--- src/rtl/rom_trap_pkg.sv ---
package rom_trap_pkg;
  // Spacing between consecutive RAM entry points, in address units.
  localparam int unsigned ENTRY_STRIDE = 4;

  function automatic int unsigned idx_width(input int unsigned n);
    return (n > 1) ? $clog2(n) : 1;
  endfunction
endpackage

--- src/rtl/trap_reg_bank.sv ---
module trap_reg_bank #(
  parameter int unsigned NUM_TRAPS = 4,
  parameter int unsigned ADDR_W    = 16,
  parameter int unsigned IDX_W     = 2
) (
  input  logic                              clk,
  input  logic                              rst,
  input  logic                              wr_en,
  input  logic [IDX_W-1:0]                  wr_sel,
  input  logic [ADDR_W-1:0]                 wr_value,
  input  logic                              exec_on,
  output logic [NUM_TRAPS-1:0][ADDR_W-1:0]  trap_q
);
  // Arming is refused until RAM execution is on; disarming is always allowed.
  logic write_allowed;
  assign write_allowed = wr_en && (exec_on || (wr_value == '0));

  for (genvar i = 0; i < NUM_TRAPS; i++) begin : g_trap
    always_ff @(posedge clk) begin
      if (rst)
        trap_q[i] <= '0;
      else if (write_allowed && (wr_sel == IDX_W'(i)))
        trap_q[i] <= wr_value;
    end

    // a refused arm leaves the register unchanged
    a_r3_refused_arm: assert property (@(posedge clk) disable iff (rst)
      (wr_en && !exec_on && (wr_value != '0) && (wr_sel == IDX_W'(i)))
        |=> $stable(trap_q[i]));

    // a zero write always disarms
    a_r4_disarm: assert property (@(posedge clk) disable iff (rst)
      (wr_en && (wr_value == '0) && (wr_sel == IDX_W'(i)))
        |=> (trap_q[i] == '0));

    // an enabled write lands in the selected register
    a_r2_store: assert property (@(posedge clk) disable iff (rst)
      (wr_en && exec_on && (wr_sel == IDX_W'(i)))
        |=> (trap_q[i] == $past(wr_value)));
  end
endmodule

--- src/rtl/trap_matcher.sv ---
module trap_matcher #(
  parameter int unsigned NUM_TRAPS = 4,
  parameter int unsigned ADDR_W    = 16,
  parameter int unsigned IDX_W     = 2
) (
  input  logic                              clk,
  input  logic                              rst,
  input  logic [NUM_TRAPS-1:0][ADDR_W-1:0]  trap_q,
  input  logic [ADDR_W-1:0]                 pc,
  input  logic                              exec_on,
  output logic                              hit_any,
  output logic [IDX_W-1:0]                  win_idx
);
  logic [NUM_TRAPS-1:0] hit;
  logic [NUM_TRAPS-1:0] grant;

  for (genvar i = 0; i < NUM_TRAPS; i++) begin : g_cmp
    assign hit[i] = exec_on && (trap_q[i] != '0) && (trap_q[i] == pc);
  end

  // Lowest index wins: scan downward so the last assignment is the lowest hit.
  always_comb begin
    win_idx = '0;
    grant   = '0;
    for (int i = NUM_TRAPS - 1; i >= 0; i--) begin
      if (hit[i]) begin
        win_idx = IDX_W'(i);
        grant   = '0;
        grant[i] = 1'b1;
      end
    end
  end

  assign hit_any = |hit;

  // at most one trap granted, and it is one that actually hit
  a_r8_single_grant: assert property (@(posedge clk) disable iff (rst)
    $onehot0(grant) && ((grant & ~hit) == '0));

  // the granted trap has no lower-indexed hitting neighbour
  a_r8_lowest_wins: assert property (@(posedge clk) disable iff (rst)
    hit_any |-> ((hit & ((grant) - 1'b1)) == '0));
endmodule

--- src/rtl/rom_patch_trap.sv ---
module rom_patch_trap #(
  parameter int unsigned NUM_TRAPS  = 4,
  parameter int unsigned ADDR_W     = 16,
  parameter logic [15:0] ENTRY_BASE = 16'h0800,
  localparam int unsigned IDX_W     = rom_trap_pkg::idx_width(NUM_TRAPS)
) (
  input  logic              clk,
  input  logic              rst,
  input  logic              wr_en,
  input  logic [IDX_W-1:0]  wr_sel,
  input  logic [ADDR_W-1:0] wr_value,
  input  logic              ram_exec_on,
  input  logic [ADDR_W-1:0] fetch_pc,
  output logic              redirect,
  output logic [ADDR_W-1:0] target_addr
);
  localparam logic [ADDR_W-1:0] BASE   = ADDR_W'(ENTRY_BASE);
  localparam logic [ADDR_W-1:0] STRIDE = ADDR_W'(rom_trap_pkg::ENTRY_STRIDE);

  logic [NUM_TRAPS-1:0][ADDR_W-1:0] trap_q;
  logic                             hit_any;
  logic [IDX_W-1:0]                 win_idx;

  trap_reg_bank #(
    .NUM_TRAPS(NUM_TRAPS), .ADDR_W(ADDR_W), .IDX_W(IDX_W)
  ) u_bank (
    .clk(clk), .rst(rst), .wr_en(wr_en), .wr_sel(wr_sel),
    .wr_value(wr_value), .exec_on(ram_exec_on), .trap_q(trap_q)
  );

  trap_matcher #(
    .NUM_TRAPS(NUM_TRAPS), .ADDR_W(ADDR_W), .IDX_W(IDX_W)
  ) u_match (
    .clk(clk), .rst(rst), .trap_q(trap_q), .pc(fetch_pc),
    .exec_on(ram_exec_on), .hit_any(hit_any), .win_idx(win_idx)
  );

  assign redirect    = hit_any;
  assign target_addr = BASE + ADDR_W'(win_idx) * STRIDE;

  // no redirect while RAM execution is off
  a_r7_suppressed: assert property (@(posedge clk) disable iff (rst)
    !ram_exec_on |-> !redirect);

  // a zero program counter can never be trapped
  a_r6_zero_never: assert property (@(posedge clk) disable iff (rst)
    (fetch_pc == '0) |-> !redirect);

  // a redirect target lies on an entry slot of the vector table
  a_r5_target_slot: assert property (@(posedge clk) disable iff (rst)
    redirect |-> ((target_addr >= BASE) &&
                  (((target_addr - BASE) % STRIDE) == '0)));
endmodule

--- config.mk ---
export PLATFORM = sky130hd
export DESIGN_NAME = rom_patch_trap
export DESIGN_NICKNAME = d
export VERILOG_FILES = /design/src/rtl/rom_trap_pkg.sv /design/src/rtl/trap_reg_bank.sv /design/src/rtl/trap_matcher.sv /design/src/rtl/rom_patch_trap.sv
export SDC_FILE = /design/constraint.sdc
export NUM_CORES = 1
export LEC_CHECK = 0
export BUFFER_PORTS_ARGS = -buffer_cell sky130_fd_sc_hd__buf_2
export CAP_MARGIN = 40
export CELL_PAD_IN_SITES_DETAIL_PLACEMENT = 1
export CELL_PAD_IN_SITES_GLOBAL_PLACEMENT = 2
export CORE_UTILIZATION = 25
export DETAILED_ROUTE_END_ITERATION = 8
export PLACE_DENSITY = 0.59
export SYNTH_ARGS = -nofsm -noshare
export SYNTH_HDL_FRONTEND = slang
export SYNTH_SLANG_ARGS = --single-unit
--- constraint.sdc ---
create_clock -name clk -period 3 [get_ports clk]
set_input_delay 0.6 -clock clk [delete_from_list [all_inputs] [get_ports clk]]
set_output_delay 0.6 -clock clk [all_outputs]
set_load 0.03 [all_outputs]
# ---- Word level (Yosys, flattened, before mapping)
# Cells that the tools add are included.
dict set report totals {
  ramBits 0
  word_cells 37
  memories 0
  register_bits 64
  in_bits 38
  latch_bits 0
  out_inout_bits 17
  mem_bits_ro 0
}
dict set report op_classes {
  n_reduce_logical 21
  n_eq_ne 7
  shifts 0
  div_mod_pow 0
  n_bitwise 0
  magnitude_cmp 0
  n_mul 0
  n_addsub 1
  muxes 4
}
# cell n
set op_table {}
lappend op_table {{== test 16 bit} 4}
lappend op_table {{nonzero test 16 bit} 4}
lappend op_table {{zero test 16 bit} 1}
lappend op_table {{adder 12 x 4 -> 13 bit, first input constant} 1}
lappend op_table {{logical AND 1 bit} 13}
lappend op_table {{two-way mux 2 bit} 4}
lappend op_table {{== test 2 bit, second input constant} 2}
lappend op_table {{OR reduction 4 bit} 1}
lappend op_table {{== test 2 x 1 -> 1 bit, second input constant} 1}
lappend op_table {{zero test 2 bit} 1}
lappend op_table {{logical OR 1 bit} 1}

# ---- Longest topological paths before layout
dict set report logic_depth {
  depth_word 8
  mapped_depth 8
  ltp_nobuf 5
}

# ---- Modules after synthesis
# From an unflattened synthesis, not the netlist that was laid out.
dict set report hier_totals {
  cells_unflattened 375
  hier_area_um2 3673.5
}
# module area_each_um2 seq_area_each_um2 cells_per_inst instances
set modules_own_cells {}
lappend modules_own_cells {trap_reg_bank 2632.5 1281.2 234 1}
lappend modules_own_cells {trap_matcher 928.4 0.0 125 1}
lappend modules_own_cells {rom_patch_trap 112.6 0.0 16 1}

# ---- Least setup slack after synthesis
# OpenSTA, ideal clock, no wires.
dict set report synth_path {
  kind {input-to-output}
  start {in fetch_pc[10]}
  end {out target_addr[3]}
  n_path_buf 1
  t_required_ns 2.400
  t_arrival_ns 2.563
  slack_ns -0.163
  stages 6
  cell_sequence {clkbuf_1 > xnor2_1 > nand4_1 > or4_1 > or2_1 > a211oi_1}
}
dict set report synth_between {
  elab_chain_cells 7
  word_cells_on_any_way 13
  classes_between {add/sub: 1; eq/ne: 4; mux: 4; reduce/logical: 4}
}
# item line_no
set synth_lines {}
lappend synth_lines {{start, declared} rom_patch_trap.sv:13} ;# input logic [ADDR_W-1:0] fetch_pc,
lappend synth_lines {{== test 16 bit} trap_matcher.sv:18} ;# assign hit[i] = exec_on && (trap_q[i] != '0) && (trap_q[i] == pc);
lappend synth_lines {{logical AND 1 bit} trap_matcher.sv:18}
lappend synth_lines {{two-way mux 2 bit (3 in series)} trap_matcher.sv:26} ;# if (hit[i]) begin
lappend synth_lines {{two-way mux 2 bit *} trap_matcher.sv:26}
lappend synth_lines {{adder 12 x 4 -> 13 bit *} rom_patch_trap.sv:39} ;# assign target_addr = BASE + ADDR_W'(win_idx) * STRIDE;
lappend synth_lines {{end, declared} rom_patch_trap.sv:15} ;# output logic [ADDR_W-1:0] target_addr
# Mark *: on every way between the ends. The rest lies on a longest branch, timed or not.

# ---- Final worst setup path
dict set report layout_path {
  start {in fetch_pc[6]}
  end {out target_addr[3]}
}
# The elaborated chain is that of the path after synthesis.

==> out/qor.csv <==
metric;value;unit
gr usage total;0.171;
final hold viol count;0;
io pins;55;
full die area;14100;um2
Tcrit/Tclk final;0.964;
fin nets;448;
Routed Wire Length;11400;um
Worst-path clk slew;0.05;ns
CTS tree;done;
total of max-cap violations;0;
register area;1280;um2
Iter 0 DRT Violations;75;
drt pass-1 iters;4;
Post-synth EDFFs;0;
synth warn;0;
Synth Area in Compound Gates;0.0558;
outcome;finished, final reports clean;
CP startpoint kind;input pin;
post-synthesis mux area share;0.141;
syn_area_per_cell;8.94;um2
sequential-to-total area share from yosys stat;0.376;
global-route wire length before repair;17700;um
crit path capture type;output pin;
share of cells above drive strength 1;0.169;
CTS H-tree lvls;3;
worst slew pin tran;0.779;ns
Routed WL per cell;19.2;um
Reg2Reg Setup Slack;2.26;ns
largest family of logic cells by synthesized area;simple AND/OR/NAND/NOR gates;
critical path class;in2out;
vias in the first global route;2940;
clock buffer depth;2;
vias per inst;4.70;
CTS Buf Count;9;
crit path DAT;2.29;ns
Site Rows;42;
post-synthesis cell type count;28;
worst vdd rail ir drop;0.000286;V
max frequency;346;MHz
RSZ-0062 raised after global routing;false;
Yosys reg bits;64;
CP most frequent cell;buf_2;
Core Area;13200;um2
worst path buffer plus inverter count;2;
cell at the slowest stage of the critical path;or4_1;
initial core utilization;0.257;
Remaining Overflow, GRT;0;
Largest regs;u_bank.trap_q (64);
Final Util;0.305;
# hold bufs at CTS;0;
Setup Skew;0;ns
max reg flops;64;
Post-Syn Area;3410;um2
worst-path maximum fanout;4;
Post-CTS Resized;0;
TritonCTS Sinks;64;
Post-DRT Antenna Nets;0;
Crit path max-delay family;simple AND/OR/NAND/NOR gates;
fill count;1597;
Multi-input gate area;1910;um2
DIE WIDTH;119;um
Post-CTS Setup Bufs;0;
Final Slew Violations;0;
asr flop ratio synth;0;
GP Congestion;0.891;
Leakage Power;1.38;nW
pin count of the biggest net entering global routing;25;
Post-Synth Simple-Gate Area;0.179;
top cell type's share of synthesized area;0.376;
leading area contributor after synthesis;dfxtp_1;
Clock Latency Late Sink;0.33;ns
synthesized instance count;381;
Slew Limit Headroom;0.474;
root buffer cell;clkbuf_16;
PD cells;551;nW/um2
drt drc;0;
Area growth syn-to-layout;18.5;%
Final Setup Violations;0;
Synth Area in Adders;0;
xor-xnor portion of the synthesized cell area;0.165;
Crit path largest cell delay;0.50;ns
setup TNS;0;ns
via count;2776;
post-route cell area;4040;um2
CP Cell Sequence;buf_2 > xnor2_1 > nand4_1 > or4_1 > or2_1 > a211oi_2 > buf_2;
cells taking the most area after synthesis;dfxtp_1, mux2i_1, xnor2_1;
Main synth FF type;dfxtp_1;
PortBufs;40;
hold crit path type;reg2reg;
Period minus WS final;2.89;ns
antenna violations before repair;0;
DP HPWL;8820;um
placed instance area;3730;um2
Most flops, register;u_bank.trap_q;
Die H;119;um
n_diodes;0;
CP required;2.40;ns
[worst paths after layout]
check / start / to / depth (start not counted)
max: fetch_pc[6] / target_addr[3] / 7
min: u_bank.trap_q[53] / u_bank.trap_q[53] / 2
max reg2reg: u_bank.trap_q[50] / u_bank.trap_q[50] / 2
min reg2reg: u_bank.trap_q[53] / u_bank.trap_q[53] / 2
[cells by family (layout without fill, tap and decap cells)]
group                     Yosys count  after routing
muxes                              48             48
buffers and inverters              45             67
other                               2             14
xor gates and xnor gates           64             64
DFF                                64             64
and+or+nand+nor                   122            122
AOI/OAI and AO/OA                  36             36
[cell usage in the layout (no fill, tap or decap)]
| cell type | instances |
|---|---|
| buf_4 | 8 |
| buf_2 | 40 |
| nor4b_4 | 1 |
| conb_1 | 14 |
| a21oi_1 | 17 |
| nand4_1 | 17 |
| clkbuf_8 | 2 |
| a41oi_1 | 1 |
| clkbuf_1 | 1 |
| and4bb_2 | 2 |
| nor2_1 | 49 |
| and3_1 | 1 |
| dfxtp_1 | 64 |
| a211oi_2 | 1 |
| o2111ai_1 | 1 |
| mux2i_1 | 48 |
| clkbuf_16 | 9 |
| nor4_1 | 24 |
| xnor2_1 | 54 |
| o21ai_0 | 16 |
| xor2_1 | 10 |
| nand2_1 | 19 |
| clkinvlp_4 | 3 |
| or2_1 | 1 |
| bufinv_16 | 1 |
| nand3_1 | 4 |
| or4_1 | 1 |
| nor3_1 | 2 |
| nand4b_1 | 1 |
| buf_12 | 3 |
[where the power goes]
group / leakage [nW] / switching [mW] / internal (mW)
clock: 0.141 / 0.386 / 0.688
sequential: 0.518 / 0.0220 / 0.869
combinational: 0.724 / 0.162 / 0.0987
total: 1.38 / 0.570 / 1.66
[Yosys cell counts (10+ instances only)]
| cell type | n |
|---|---|
| nand2_1 | 19 |
| nor4_1 | 24 |
| o21ai_0 | 16 |
| dfxtp_1 | 64 |
| buf_4 | 15 |
| xnor2_1 | 54 |
| xor2_1 | 10 |
| mux2i_1 | 48 |
| nand4_1 | 17 |
| clkbuf_1 | 22 |
| nor2_1 | 49 |
| a21oi_1 | 17 |
[routing by layer]
metal | share of wire | global-route usage | vias to the layer above | wire (um)
met5 | 0 | 0 | - | 0
met4 | 0.014 | 0.0491 | 0 | 161
met3 | 0.028 | 0.0376 | 12 | 313
met2 | 0.46 | 0.277 | 50 | 5250
met1 | 0.50 | 0.227 | 1366 | 5650
li1 | - | - | 1348 | -
[per-stage QoR]
| step | instances | hold WS (ns) | worst slack (ns) | power, mW |
|---|---|---|---|---|
| 2_1_floorplan | 393 | 0.478 | 0.104 | 1.08 |
| 6_report | 591 | 0.504 | 0.108 | 2.23 |
| 3_3_place_gp | 575 | 0.497 | 0.131 | 1.17 |
| 4_1_cts | 591 | 0.511 | 0.130 | 2.26 |
| 5_1_grt | 591 | 0.546 | 0.0545 | 2.31 |
| 3_5_place_dp | 575 | 0.504 | 0.132 | 1.17 |
[worst reg2reg max path, cell delays in order (launching register included)]
cell     delay [ns]
dfxtp_1        0.39
o21ai_0        0.12
a21oi_1        0.16
[final cells by class]
| class | count | area share |
|---|---|---|
| multi-input combinational | 284 | 0.472 |
| sequential | 64 | 0.317 |
| clock buffer | 12 | 0.0635 |
| tap | 176 | 0.0545 |
| clock inverter | 4 | 0.0130 |
| timing repair buffer | 51 | 0.0793 |
Power figures use the tool's default switching activity.
